File: src/rtl/comma_deser_pkg.sv
package comma_deser_pkg;

   localparam int DEF_WORD_W  = 10;
   localparam int DEF_COMMA_W = 7;
   // arrival order 0,0,1,1,1,1,1 with bit 0 first
   localparam logic [6:0] DEF_COMMA_PAT = 7'b1111100;

   function automatic int pos_bits(input int n);
      return (n < 2) ? 1 : $clog2(n);
   endfunction

endpackage

File: src/rtl/comma_deser_detect.sv
module comma_deser_detect #(
   parameter int                 COMMA_W   = 7,
   parameter logic [COMMA_W-1:0] COMMA_PAT = '0,
   parameter bit                 BOTH_POL  = 1'b1
) (
   input  logic [COMMA_W-1:0] head,
   output logic               hit
);

   generate
      if (BOTH_POL) begin : g_both
         assign hit = (head == COMMA_PAT) || (head == ~COMMA_PAT);
      end else begin : g_single
         assign hit = (head == COMMA_PAT);
      end
   endgenerate

endmodule

File: src/rtl/comma_deser_framer.sv
module comma_deser_framer
   import comma_deser_pkg::*;
#(
   parameter int                 WORD_W    = 10,
   parameter int                 COMMA_W   = 7,
   parameter logic [COMMA_W-1:0] COMMA_PAT = '0,
   parameter bit                 BOTH_POL  = 1'b1
) (
   input  logic              clk,
   input  logic              rst,
   input  logic              bit_in,
   output logic [WORD_W-1:0] hold_word,
   output logic              hold_comma,
   output logic              hold_aligned
);

   localparam int            PW   = pos_bits(WORD_W);
   localparam logic [PW-1:0] LAST = PW'(WORD_W - 1);

   logic [WORD_W-1:0] win_q;
   logic [WORD_W-1:0] win_nx;
   logic [PW-1:0]     pos_q;
   logic              lock_q;
   logic              hit;
   logic              done;

   // newest bit enters at the top, oldest sits at bit 0
   assign win_nx = {bit_in, win_q[WORD_W-1:1]};

   comma_deser_detect #(
      .COMMA_W  (COMMA_W),
      .COMMA_PAT(COMMA_PAT),
      .BOTH_POL (BOTH_POL)
   ) u_detect (
      .head(win_nx[COMMA_W-1:0]),
      .hit (hit)
   );

   assign done = (pos_q == LAST) || hit;

   always_ff @(posedge clk) begin
      if (rst) begin
         win_q        <= '0;
         pos_q        <= '0;
         lock_q       <= 1'b0;
         hold_word    <= '0;
         hold_comma   <= 1'b0;
         hold_aligned <= 1'b0;
      end else begin
         win_q <= win_nx;
         if (done) begin
            pos_q        <= '0;
            hold_word    <= win_nx;
            hold_comma   <= hit;
            hold_aligned <= lock_q | hit;
            lock_q       <= lock_q | hit;
         end else begin
            pos_q <= pos_q + 1'b1;
         end
      end
   end

endmodule

File: src/rtl/comma_deser_present.sv
module comma_deser_present
   import comma_deser_pkg::*;
#(
   parameter int WORD_W = 10
) (
   input  logic              clk,
   input  logic              rst,
   input  logic [WORD_W-1:0] hold_word,
   input  logic              hold_comma,
   input  logic              hold_aligned,
   output logic [WORD_W-1:0] word_q,
   output logic              comma_q,
   output logic              aligned_q,
   output logic              rbc0_q,
   output logic              rbc1_q
);

   localparam int            PW   = pos_bits(WORD_W);
   localparam logic [PW-1:0] LAST = PW'(WORD_W - 1);

   logic [PW-1:0] div_q;
   logic          tick;

   assign tick = (div_q == LAST);

   always_ff @(posedge clk) begin
      if (rst) begin
         div_q     <= '0;
         word_q    <= '0;
         comma_q   <= 1'b0;
         aligned_q <= 1'b0;
         rbc0_q    <= 1'b0;
         rbc1_q    <= 1'b1;
      end else if (tick) begin
         div_q     <= '0;
         word_q    <= hold_word;
         comma_q   <= hold_comma;
         aligned_q <= hold_aligned;
         rbc0_q    <= ~rbc0_q;
         rbc1_q    <= rbc0_q;
      end else begin
         div_q <= div_q + 1'b1;
      end
   end

endmodule

File: src/rtl/comma_deser.sv
module comma_deser
   import comma_deser_pkg::*;
#(
   parameter int                 WORD_W    = DEF_WORD_W,
   parameter int                 COMMA_W   = DEF_COMMA_W,
   parameter logic [COMMA_W-1:0] COMMA_PAT = DEF_COMMA_PAT,
   parameter bit                 BOTH_POL  = 1'b1
) (
   input  logic              clk_bit,
   input  logic              rst,
   input  logic              ser_in,
   input  logic              loop_tx,
   input  logic              loop_sel,
   output logic [WORD_W-1:0] word_out,
   output logic              comma_out,
   output logic              aligned_out,
   output logic              rbc0,
   output logic              rbc1
);

   generate
      if (WORD_W < 2) begin : g_bad_word
         $error("comma_deser: WORD_W must be at least 2");
      end
      if (COMMA_W < 2 || COMMA_W > WORD_W) begin : g_bad_comma
         $error("comma_deser: COMMA_W must lie in 2..WORD_W");
      end
   endgenerate

   logic              src_bit;
   logic [WORD_W-1:0] hold_word;
   logic              hold_comma;
   logic              hold_aligned;

   assign src_bit = loop_sel ? loop_tx : ser_in;

   comma_deser_framer #(
      .WORD_W   (WORD_W),
      .COMMA_W  (COMMA_W),
      .COMMA_PAT(COMMA_PAT),
      .BOTH_POL (BOTH_POL)
   ) u_framer (
      .clk         (clk_bit),
      .rst         (rst),
      .bit_in      (src_bit),
      .hold_word   (hold_word),
      .hold_comma  (hold_comma),
      .hold_aligned(hold_aligned)
   );

   comma_deser_present #(
      .WORD_W(WORD_W)
   ) u_present (
      .clk         (clk_bit),
      .rst         (rst),
      .hold_word   (hold_word),
      .hold_comma  (hold_comma),
      .hold_aligned(hold_aligned),
      .word_q      (word_out),
      .comma_q     (comma_out),
      .aligned_q   (aligned_out),
      .rbc0_q      (rbc0),
      .rbc1_q      (rbc1)
   );

endmodule

File: config.mk
export PLATFORM = sky130hd
export DESIGN_NAME = comma_deser
export DESIGN_NICKNAME = d
export VERILOG_FILES = /design/src/rtl/comma_deser_pkg.sv /design/src/rtl/comma_deser_detect.sv /design/src/rtl/comma_deser_framer.sv /design/src/rtl/comma_deser_present.sv /design/src/rtl/comma_deser.sv
export SDC_FILE = /design/constraint.sdc
export NUM_CORES = 1
export LEC_CHECK = 0
export ABC_CLOCK_PERIOD_IN_PS = 2400
export BUFFER_PORTS_ARGS = -buffer_cell sky130_fd_sc_hd__buf_2
export CORE_UTILIZATION = 40
export CTS_BUF_LIST = sky130_fd_sc_hd__clkbuf_16
export DETAILED_ROUTE_END_ITERATION = 10
export SETUP_SLACK_MARGIN = 0.1
export SYNTH_ARGS = -nofsm -noshare
export SYNTH_HDL_FRONTEND = slang
export SYNTH_HIERARCHICAL = 1
export SYNTH_SLANG_ARGS = --single-unit
File: constraint.sdc
create_clock -name clk_bit -period 2.4 [get_ports clk_bit]
set_clock_uncertainty 0.2 [all_clocks]
set_input_delay 0.12 -clock clk_bit [delete_from_list [all_inputs] [get_ports clk_bit]]
set_output_delay 0.12 -clock clk_bit [all_outputs]
set_load 0.01 [all_outputs]
* Word-level counts from Yosys, hierarchy flattened *
Cells that the tools add are included.

word-level totals
  flip-flop bits (word level) = 44
  input bits = 5
  output and inout port bits = 14
  word-level logic and storage cells = 24

operators by class
  $add $sub $neg = 2
  eq/ne operators = 4
  multiplexer cells = 1
  bitwise operators = 2
  reductions and logical operators = 4

operators by type and width
  operator             number
  $add 4x1->4 const B  2
  $eq 4x4->1 const B   2
  $eq 7x2->1 const B   1
  $eq 7x7->1 const B   1
  $reduce_or 2->1      2
  $logic_or 1x1->1     2
  $mux 1               1
  $not 1->1            1
  $or 1x1->1           1

* Depth between registers and ports, before layout *
Gate-level depths: netlist (run 1).

  depth in word-level cells = 4
  gate-level depth with buffers = 7
  gate-level depth less buffers = 5

* Cells and area by module *
The synthesis (run 1) kept the hierarchy.

by module, submodules not included
  module               instances  cells an instance  area each (um^2)  sequential area each (um^2)
  comma_deser_framer   1          75                 963.4             500.5
  comma_deser_present  1          80                 743.2             360.3
  comma_deser_detect   1          6                  33.8              0.0
  comma_deser          1          1                  15.0              0.0

* Least setup slack after synthesis (run 1) *
Ideal clock, no wire load.

  path type = register to register
  start = reg u_framer.win_q[5]
  end = reg u_framer.hold_word[1]
  library setup time = 0.121 ns
  arrival = 1.378 ns
  data required time = 2.079 ns
  setup slack = 0.701 ns
  stages on the path, launching flop included = 7
  buffers on the path = 1
  clock period less this slack = 1.699 ns
  path through = dfxtp_1 -> nor4_1 -> nand4b_1 -> o21ai_0 -> nor2b_4 -> buf_12 -> mux2_4

between the ends
  word-level cells in the longest chain between the ends = 3
  elaborated cells on any way between the ends = 4
  those cells by class = eq/ne: 2; reduce/logical: 2

RTL lines
  element                                   line                      source
  start: declaration                        comma_deser_framer.sv:20  logic [WORD_W-1:0] win_q;
  start signal: assignment                  comma_deser_framer.sv:50  win_q <= win_nx;
  $eq 7x7->1 or $eq 7x2->1 (tied branches)  comma_deser_detect.sv:12  assign hit = (head == COMMA_PAT) || (head == ~COMMA_PAT);
  $logic_or 1x1->1 (*)                      comma_deser_detect.sv:12
  net u_framer.hit                          comma_deser_framer.sv:24  logic hit;
  $logic_or 1x1->1 (*)                      comma_deser_framer.sv:39  assign done = (pos_q == LAST) || hit;
  end signal: assignment                    comma_deser_framer.sv:53  hold_word <= win_nx;
  end: declaration                          comma_deser_framer.sv:12  output logic [WORD_W-1:0] hold_word,

Mark *: on every way through the listed nets, which the timed path passes. The rest lies on a longest branch.
A chain may end at the register's enable or synchronous reset.

* Worst setup path after layout (run 1) *
  start = reg u_framer.win_q[5]
  end = reg u_framer.hold_word[3]

The elaborated chain is that of the path after synthesis.

==> summary.md, run 1 <==
| Metric | Value |
|---|---|
| CP delay by family, top | simple AND/OR/NAND/NOR gates |
| Outcome | finished, final reports clean |
| Vias in the first global route | roughly 1000 |
| Met3 Use GR | 0.0600 |
| WL final | 2.80 mm |
| Syn Inst Count | 162 |
| Sequential area share after synthesis | 0.490 |
| WL/cell | 12.0 µm |
| RSZ-0062 raised after global routing | no |
| Synthesis warning total | 6 |
| Met2 Use GR | 0.221 |
| R2R Setup Slk | between 0.6 and 0.7 ns |
| Synth top area cells | dfxtp_1 (49%), mux2_4 (8.6%), and2b_1 (5.6%) |
| GR Util met1 | 0.156 |
| Filler cell count | 397 |
| Final setup fails | 0 |
| Pins Over Slew Limit | 0 |
| Routability-driven placement congestion ratio | 0.680 |
| Syn_nets | 171 |
| Starting density of the core | 0.427 |
| Final ANT Viol Nets | 0 |
| Port Buffer Count | 18 |
| Synth async-reset ratio | 0 |
| Worst Path Class, Setup | reg -> reg |
| DR iter-0 viols | approximately 40 |
| Power density cells | 763 nW/µm² |
| Area occupied by multi-input gates | 800 µm² |
| Yosys cell types | 38 |
| Share of cells above drive strength 1 | 0.297 |
| Dpl cells | roughly 220 |
| Tmin final | 1.80 ns |
| Worst EP required | roughly 2.4 ns |
| Total negative slack | 0 ns |
| Post-CTS Resized | 0 |
| CORE AREA | 4120 µm² |
| # DRC | 0 |
| Inserted Diodes | 0 |
| Pre-Repair DR Iteration Count | 4 |
| Largest net degree at the start of global routing | 34 |
| Clock root cell | clkbuf_16 |
| Number of synthesized flops with an enable pin | 0 |
| GRT busiest layer | met2 |
| Buf/Inv on CP | 0 |
| Worst hold path type | in -> reg |
| Fin. Hold Viols | 0 |
| Die Ht | 68.2 µm |
| Max incr delay on CP | 0.33 ns |
| Post-CTS setup buffers | 0 |
| Relative slew slack | 0.612 |
| Critical-path maximum fanout | 10 |
| Antenna violations before repair | 0 |
| Max Freq | 556 MHz |
| CTS buffer count | 5 |
| Total Routing Usage GR | 0.141 |
| Static Leak | 0.903 nW |
| Critical-path cell list | nor4_1 -> nand4b_1 -> o21ai_0 -> nor2b_4 -> mux2_4 |
| DR vias | 1107 |
| Crit end category | register |
| DR vias/cell | 4.77 |
| Post-detail-place hpwl | 2.00 mm |
| Nets | 190 |
| Clock sink count | 43 |
| Yosys top cell area share | 0.490 |
| Crit path arrival time | 1.77 ns |
| P&R area growth vs syn | 13.9% |
| Slowest-stage cell, CP | dfxtp_1 |
| Synthesized flop and latch total | 43 |
| Max clock buf depth | 2 |
| Die X | roughly 70 µm |
| CTS tree | done |
| Worst Tran Pin Value | between 0.5 and 0.6 ns |
| Total Die Area | 4660 µm² |
| Post-synthesis cell area | about 1800 µm² |
| Peak supply drop | 0.289 mV |
| # rows | 23 |
| Clock transition at the registers of the reported paths | around 0.050 ns |
| Max_cap viols | 0 |
| Reg area | 861 µm² |
| Synth area leader | dfxtp_1 |
| Clock insertion delay at the later pin of the skew report | 0.28 ns |
| CTS H-tree depth | 2 |
| Tcrit/Tclk final | 0.750 |
| Number of non-filler instances in the completed layout | around 230 |
| CP startpoint kind | register |
| Grt ovf | 0 |
| First-pass GRT wire length | 4.54 mm |
| Num ports | 19 |
| Hold Buf Count CTS | 0 |
| Avg Cell Area, Syn | 10.8 µm² |
| Prevailing post-synth register cell | dfxtp_1 |
==> layout make-up <==
cell class / instances / area share
tap: 50 / 0.0313
sequential: 43 / 0.431
timing repair buffer: 20 / 0.0526
multi-input combinational: 109 / 0.400
clock buffer: 5 / 0.0626
clock inverter: 3 / 0.0194
inverter: 2 / 0.00375
==> cells in the final DEF (no fill, tap or decap), drive strengths merged, types with 2 or more instances in the layout <==
master	instances
a21oi	14
and2b	15
buf	20
clkbuf	5
clkinv	2
dfxtp	43
ha	4
inv	2
mux2	10
nand2	27
nand2b	2
nand3	2
nand3b	3
nand4b	2
nor2	7
nor2b	4
nor3	6
or2b	2
xnor2	2
==> cells in the mapped netlist, types with 2 or more instances <==
cell type	n
dfxtp_1	43
inv_1	2
nor2b_1	2
nand3_1	2
nor3_2	2
buf_12	2
a21oi_2	8
nand2_2	2
nand3b_1	2
ha_1	4
nor2_1	7
nand2_1	25
a21oi_1	6
xnor2_1	2
and2b_1	13
mux2_4	10
nor3_1	4
nand4b_1	2
nand2b_1	2
or2b_1	2
buf_4	2
buf_6	2
==> power by group <==
part / internal, mW / switching, mW / leakage, nW
Combinational: 0.0251 / 0.0254 / 0.473
Sequential: 0.726 / 0.0105 / 0.348
Clock: 0.484 / 0.253 / 0.0812
Total: 1.24 / 0.289 / 0.903
==> cells by family (layout without fill, tap and decap cells) <==
| family | after synthesis | in the layout | synth area share |
|---|---|---|---|
| AOI/OAI and AO/OA | 17 | 17 | 0.0677 |
| xor gates and xnor gates | 3 | 3 | 0.0150 |
| adders and majority gates | 4 | 4 | 0.0285 |
| buffers and inverters | 10 | 30 | 0.0542 |
| DFF | 43 | 43 | 0.490 |
| muxes | 11 | 11 | 0.0912 |
| and+or+nand+nor | 74 | 74 | 0.253 |
==> stage by stage <==
stage                     utilization  area [µm²]  hold WS [ns]  setup slack, ns  power, mW
after floorplan                     -        1760       0.00263            0.701      0.792
after global placement          0.446        1840         0.242            0.638      0.800
after detailed placement        0.446        1840         0.242            0.601      0.803
after CTS                       0.486        2000        0.0226            0.587       1.55
after global routing            0.486        2000        0.0358            0.430       1.59
final                           0.486        2000        0.0259            0.601       1.52
==> worst paths after layout <==
| check | start | end | depth (start not counted) |
|---|---|---|---|
| worst max-delay path | u_framer/win_q[5] | u_framer/hold_word[3] | 5 |
| worst min-delay path | ser_in | u_framer/win_q[9] | 3 |
| worst max register to register | u_framer/win_q[5] | u_framer/hold_word[3] | 5 |
| worst min register to register | u_framer/hold_word[8] | u_present/word_q[8] | 2 |
==> registers in the layout (all words and copies together) (netlist names) <==
signal	count
u_framer/pos_q	4
u_present/div_q	4
u_present/aligned_q	1
u_present/word_q	10
u_framer/hold_comma	1
u_present/rbc0_q	1
u_framer/hold_word	10
u_framer/win_q	9
u_present/comma_q	1
u_framer/lock_q	1
u_present/rbc1_q	1
==> tightest hold or removal path: cells and delay by family <==
family                 cells  cell delay (ns)
multiplexers               1             0.12
buffers and inverters      1             0.07
AND/OR/NAND/NOR            1             0.15
==> per-layer routing <==
layer,wire [µm],part of all wire
met5,0,0
met4,42,0.015
met3,114,0.041
met2,1270,0.45
met1,1370,0.49
Power figures use the tool's default switching activity.
==> run 2: changes to the inputs <==
Settings changed: ABC_CLOCK_PERIOD_IN_PS 2400 to 1600.
Clock period 2.4 ns to 1.6 ns, I/O delays scaled along.
==> run 2 against run 1 <==
  * The flow now finishes with violations (setup timing)
  * Power rose by 42%
  * Worst hold slack got worse by 0.015 ns
  * Setup slack got worse by 0.68 ns
  * Die area did not move
  * Combinational power rose by 130%
  * Non-clock buffer count rose by 15
  * Critical endpoint unchanged
  * Largest cell class is now multi-input combinational cells
  * Highest routed layer unchanged
==> summary.md, run 2 (synthesis results as in run 1) <==
| Metric | Value |
|---|---|
| Slowest-stage cell, CP | dfxtp_2 |
| Worst EP required | 1.56 ns |
| DR iter-0 viols | 53 |
| Final setup fails | 10 |
| # DRC | 0 |
| Hold Path Sink | u_framer/win_q[9] |
| Inserted Diodes | 0 |
| Fin. Hold Viols | 0 |
| Largest net degree at the start of global routing | 28 |
| Num ports | 19 |
| Final ANT Viol Nets | 0 |
| Met3 Use GR | 0.0500 |
| P&R area growth vs syn | 24.7% |
| Max clock buf depth | 2 |
| Setup slack at placement | -0.0846 ns |
| Util after Layout | 0.532 |
| Vias in the first global route | 1082 |
| Pre-Repair DR Iteration Count | 4 |
| Max incr delay on CP | 0.32 ns |
| CTS tree | done |
| Clock sink count | 43 |
| WL final | 3.06 mm |
| Failing checks | setup timing |
| Share of cells above drive strength 1 | 0.431 |
| Nets | 205 |
| Worst Path Class, Setup | reg -> reg |
| Antenna violations before repair | 0 |
| R2r worst-path depth | 6 |
| Outcome | complete, but fails checks |
| First-pass GRT wire length | roughly 4.8 mm |
| Max_cap viols | 0 |
| CTS H-tree depth | 2 |
| Critical-path maximum fanout | 10 |
| Static Leak | 0.971 nW |
| Hold slack | 0.0110 ns |
| Met2 Use GR | 0.239 |
| Worst Tran Pin Value | 0.416 ns |
| GR Util met1 | 0.163 |
| CTS buffer count | 5 |
| Clock root cell | clkbuf_16 |
| Power density cells | 990 nW/µm² |
| Tcrit/Tclk final | 1.05 |
| Critical-path cell list | nor4_2 -> nand4b_1 -> o21ai_2 -> nor2b_4 -> buf_12 -> mux2_4 |
| Die X | 68.2 µm |
| Biggest regs | u_framer/hold_word: 10 flops, u_present/word_q: 10 flops, u_framer/win_q: 9 flops |
| Relative slew slack | 0.723 |
| Clock insertion delay at the later pin of the skew report | between 0.2 and 0.3 ns |
| CP startpoint kind | register |
| Reg-to-Reg Start | u_framer/win_q[3] |
| Starting density of the core | 0.427 |
| DR vias/cell | ~4.7 |
| Final WS setup | -0.0824 ns |
| CORE AREA | ~4100 µm² |
| Peak supply drop | 0.489 mV |
| Pins Over Slew Limit | 0 |
| R2R Path End | u_framer/hold_word[3] |
| Total Die Area | about 4700 µm² |
| # rows | 23 |
| Crit path arrival time | approximately 1.6 ns |
| Clock transition at the registers of the reported paths | 0.06 ns |
| Port Buffer Count | 18 |
| RSZ-0062 raised after global routing | yes |
| Grt ovf | 0 |
| Die Ht | 68.2 µm |
| GRT busiest layer | met2 |
| Commonest non-fill, non-tap cell in the layout | dfxtp_1 |
| Tmin final | 1.68 ns |
| Crit end category | register |
| DR vias | 1167 |
| Worst hold path type | in -> reg |
| Post-detail-place hpwl | ~2 mm |
| Max Freq | 594 MHz |
| WL/cell | 12.4 µm |
| Total negative slack | -0.673 ns |
| Commonest cells after routing, fill and taps aside | dfxtp_1 (41), nand2_1 (24), buf_2 (18), and2b_1 (13) |
| Total Routing Usage GR | 0.142 |
| Worst Min Path Start | loop_sel |
| Routability-driven placement congestion ratio | 0.690 |
| R2R Setup Slk | -0.08 ns |
| Hold-critical path depth | 3 |
==> run 2: changes by cell type in the layout (fill, tap and decap cells not counted), sizes merged <==
cell,previous run,this run
buf,20,33
bufinv,1,0
clkinv,2,1
clkinvlp,0,1
dlygate4sd3,0,2
inv,2,3
==> run 2: per-layer routing <==
metal | share of wire | wire (µm)
met1 | 0.46 | 1410
met2 | 0.50 | 1540
met3 | 0.032 | 99
met4 | 0.0033 | 10
met5 | 0 | 0
==> run 2: repair_timing <==
item,CTS,global route
hold endpoints to repair,1,0
hold buffers,2,0
gates resized for setup,4,19
pin swaps,3,3
setup endpoints to repair,30,31
gates cloned,0,1
setup buffers,3,2
==> run 2: stage by stage <==
| step | instances | instance area, µm² | power, mW |
|---|---|---|---|
| 3_3_place_gp | 232 | 1900 | 1.22 |
| 6_report | 247 | 2190 | 2.17 |
| 2_1_floorplan | 162 | 1760 | 1.19 |
| 3_5_place_dp | 232 | 1900 | 1.22 |
| 5_1_grt | 247 | 2190 | 2.27 |
| 4_1_cts | 244 | 2100 | 2.18 |
==> run 2: power breakdown <==
group | internal [mW] | total, mW | switching, mW
Clock | 0.568 | 0.948 | 0.379
Sequential | 1.09 | 1.10 | 0.0118
Combinational | 0.0639 | 0.118 | 0.0541
==> run 2: final cells by class <==
cell class,instances,area (µm²)
multi-input cells,109,867
flip-flops and latches,43,863
inverters,2,7.51
fillers,363,1930
well taps,50,62.6
clock inverters,3,16.3
clock buffers,5,125
repair buffers,35,246
==> run 2: worst max-delay path by stage <==
stage                 startpoint                     to  slack, ns  cells past startpoint
6_report       u_framer/win_q[3]  u_framer/hold_word[3]      -0.08                      6
3_5_place_dp   u_framer/pos_q[1]  u_framer/hold_word[7]      -0.08                      5
4_1_cts        u_framer/win_q[3]  u_framer/hold_word[3]      -0.08                      6
2_1_floorplan  u_framer/win_q[3]  u_framer/hold_word[1]     -0.009                      6
3_3_place_gp   u_framer/pos_q[1]  u_framer/hold_word[6]      -0.04                      5
5_1_grt        u_framer/win_q[3]  u_framer/hold_word[3]      -0.18                      6
==> run 2: critical path, delay by kind of cell (launching register included) <==
family	cells	cell delay, ns
multiplexers	1	0.30
buffers and inverters	1	0.15
AO/OA/AOI/OAI	1	0.12
AND/OR/NAND/NOR	3	0.48
flip-flops	1	0.32
==> run 3: changes to the inputs <==
Settings changed: ABC_CLOCK_PERIOD_IN_PS 1600 to 1500, CORE_ASPECT_RATIO set to 0.7.
Clock period 1.6 ns to 1.5 ns, I/O delays scaled along.
==> run 3 against run 2 <==
  * The run still ends with setup timing left
  * Design area is 4.4% higher
  * Critical path depth unchanged
  * Wire length up 4.9%
  * Via count grew 3.7%
  * Clock-buffer cell count is the same
  * Fmax grew 2.5%
  * Combinational power grew 14%
  * Power up 6.6%
  * Clock power up 5.4%
  * Non-clock buffer count is 3 higher
  * Sequential share of layout area is 1.5 points lower
==> summary.md, run 3 (synthesis results as in run 1) <==
| Metric | Value |
|---|---|
| # rows | 19 |
| Critical-path maximum fanout | 10 |
| Power density cells | slightly above 1000 nW/µm² |
| DR iter-0 viols | 34 |
| Nets | about 210 |
| Worst Min Path Start | rst |
| First-pass GRT wire length | 5.25 mm |
| Biggest regs | u_framer/hold_word: 10 flops, u_present/word_q: 10 flops, u_framer/win_q: 9 flops |
| Fin area | between 2000 and 2500 µm² |
| Worst hold path type | in -> reg |
| Routability-driven placement congestion ratio | 0.714 |
| Post-detail-place hpwl | 1.99 mm |
| Placed cell areas | 1930 µm² |
| Worst EP required | 1.47 ns |
| Max_cap viols | 0 |
| Reg-to-Reg Start | u_framer/win_q[5] |
| Critical path origin | u_framer/win_q[5] |
| Final WS setup | -0.142 ns |
| Reg area | between 800 and 900 µm² |
| Max Freq | 609 MHz |
| WL final | 3.21 mm |
| Static Leak | about 1.1 nW |
| Share of cells above drive strength 1 | 0.477 |
| Grt ovf | 0 |
| Number of non-filler instances in the completed layout | between 200 and 300 |
| P&R area growth vs syn | 30.1% |
| Worst Tran Pin Value | 0.463 ns |
| Clock sink count | 43 |
| Die X | 81.2 µm |
| Vias in the first global route | between 1000 and 1500 |
| Clock insertion delay at the later pin of the skew report | ~0.28 ns |
| Hold slack | 0.0359 ns |
| WL/cell | between 10 and 15 µm |
| Critical-path cell list | nor4_2 -> nand4b_1 -> o21ai_2 -> nor2b_4 -> buf_12 -> mux2_4 |
| DR vias/cell | 4.82 |
| Starting density of the core | 0.432 |
| Clock root cell | clkbuf_16 |
| CP startpoint kind | register |
| Outcome | complete, but fails checks |
| # DRC | 0 |
| Failing checks | setup timing |
| Area occupied by multi-input gates | 923 µm² |
| Max incr delay on CP | 0.32 ns |
| Setup slack at placement | -0.197 ns |
| Antenna violations before repair | 0 |
| Die Ht | approximately 57 µm |
| Pins Over Slew Limit | 0 |
| Buf/Inv on CP | 1 |
| RSZ-0062 raised after global routing | yes |
| CTS H-tree depth | 2 |
| Clock transition at the registers of the reported paths | about 0.060 ns |
| Largest net degree at the start of global routing | 29 |
| Slowest-stage cell, CP | dfxtp_2 |
| Crit end category | register |
| Filler cell count | 347 |
| Worst Path Class, Setup | reg -> reg |
| Relative slew slack | 0.691 |
| Dpl cells | 236 |
| Total Routing Usage GR | 0.156 |
| Final ANT Viol Nets | 0 |
| Commonest non-fill, non-tap cell in the layout | dfxtp_1 |
| Fin. Hold Viols | 0 |
| CTS buffer count | 5 |
| CORE AREA | 4070 µm² |
| Commonest cells after routing, fill and taps aside | dfxtp_1 (38), nand2_1 (20), buf_2 (18), buf_4 (14), and2b_1 (13) |
| CP delay by family, top | simple AND/OR/NAND/NOR gates |
| Port Buffer Count | 18 |
| Final setup fails | 9 |
| R2R Setup Slk | -0.14 ns |
| CTS tree | done |
| Peak supply drop | 0.662 mV |
| Max clock buf depth | 2 |
| Tcrit/Tclk final | 1.09 |
| Num ports | 19 |
| Total Die Area | between 4000 and 5000 µm² |
| DR vias | 1210 |
| Tmin final | around 1.6 ns |
| Crit path arrival time | between 1.5 and 2 ns |
| Inserted Diodes | 0 |
| Pre-Repair DR Iteration Count | 4 |
[run 3: cell count changes in the layout (fill, tap and decap cells not counted), moves of 2 or more]
cell	delta
nand2_1	-4
nand2_4	+4
buf_4	+3
dfxtp_1	-3
dfxtp_2	+3
buf_12	+2
inv_1	-2
[run 3: worst paths after layout]
kind	end	cells past startpoint
worst max-delay path	u_framer/hold_word[5]	6
worst min-delay path	u_present/rbc0_q	2
worst max register to register	u_framer/hold_word[5]	6
worst min register to register	u_present/word_q[2]	2
[run 3: power breakdown]
group	leakage [nW]	switching (mW)	internal, mW
clock	0.0671	0.402	0.597
sequential	0.350	0.0133	1.16
combinational	0.651	0.0604	0.0731
[run 3: layout make-up]
type                    count  share of cell area
multi-input cells         109               0.404
flip-flops and latches     43               0.380
repair buffers             38               0.126
clock buffers               5              0.0548
well taps                  52              0.0285
clock inverters             2             0.00383
inverters                   2             0.00329
[run 3: stage by stage]
stage	TNS, ns	util	power, mW
after floorplan	-0.983	-	1.27
after global placement	-1.60	0.476	1.30
after detailed placement	-1.83	0.476	1.30
after CTS	-1.33	0.540	2.33
after global routing	-2.30	0.562	2.40
final	-1.23	0.562	2.31
[run 3: what timing repair did]
action	in CTS	in global routing
gates resized for setup	11	21
setup endpoints to repair	23	31
cloned	1	0
hold endpoints to repair	1	0
pin swaps	5	11
hold buffers	1	0
buffers inserted	6	3
[run 3: routing by layer]
metal,part of all wire,up-vias,GRT usage
li1,-,610,-
met1,0.48,570,0.194
met2,0.45,23,0.226
met3,0.041,7,0.0576
met4,0.020,0,0.105
met5,0,-,0
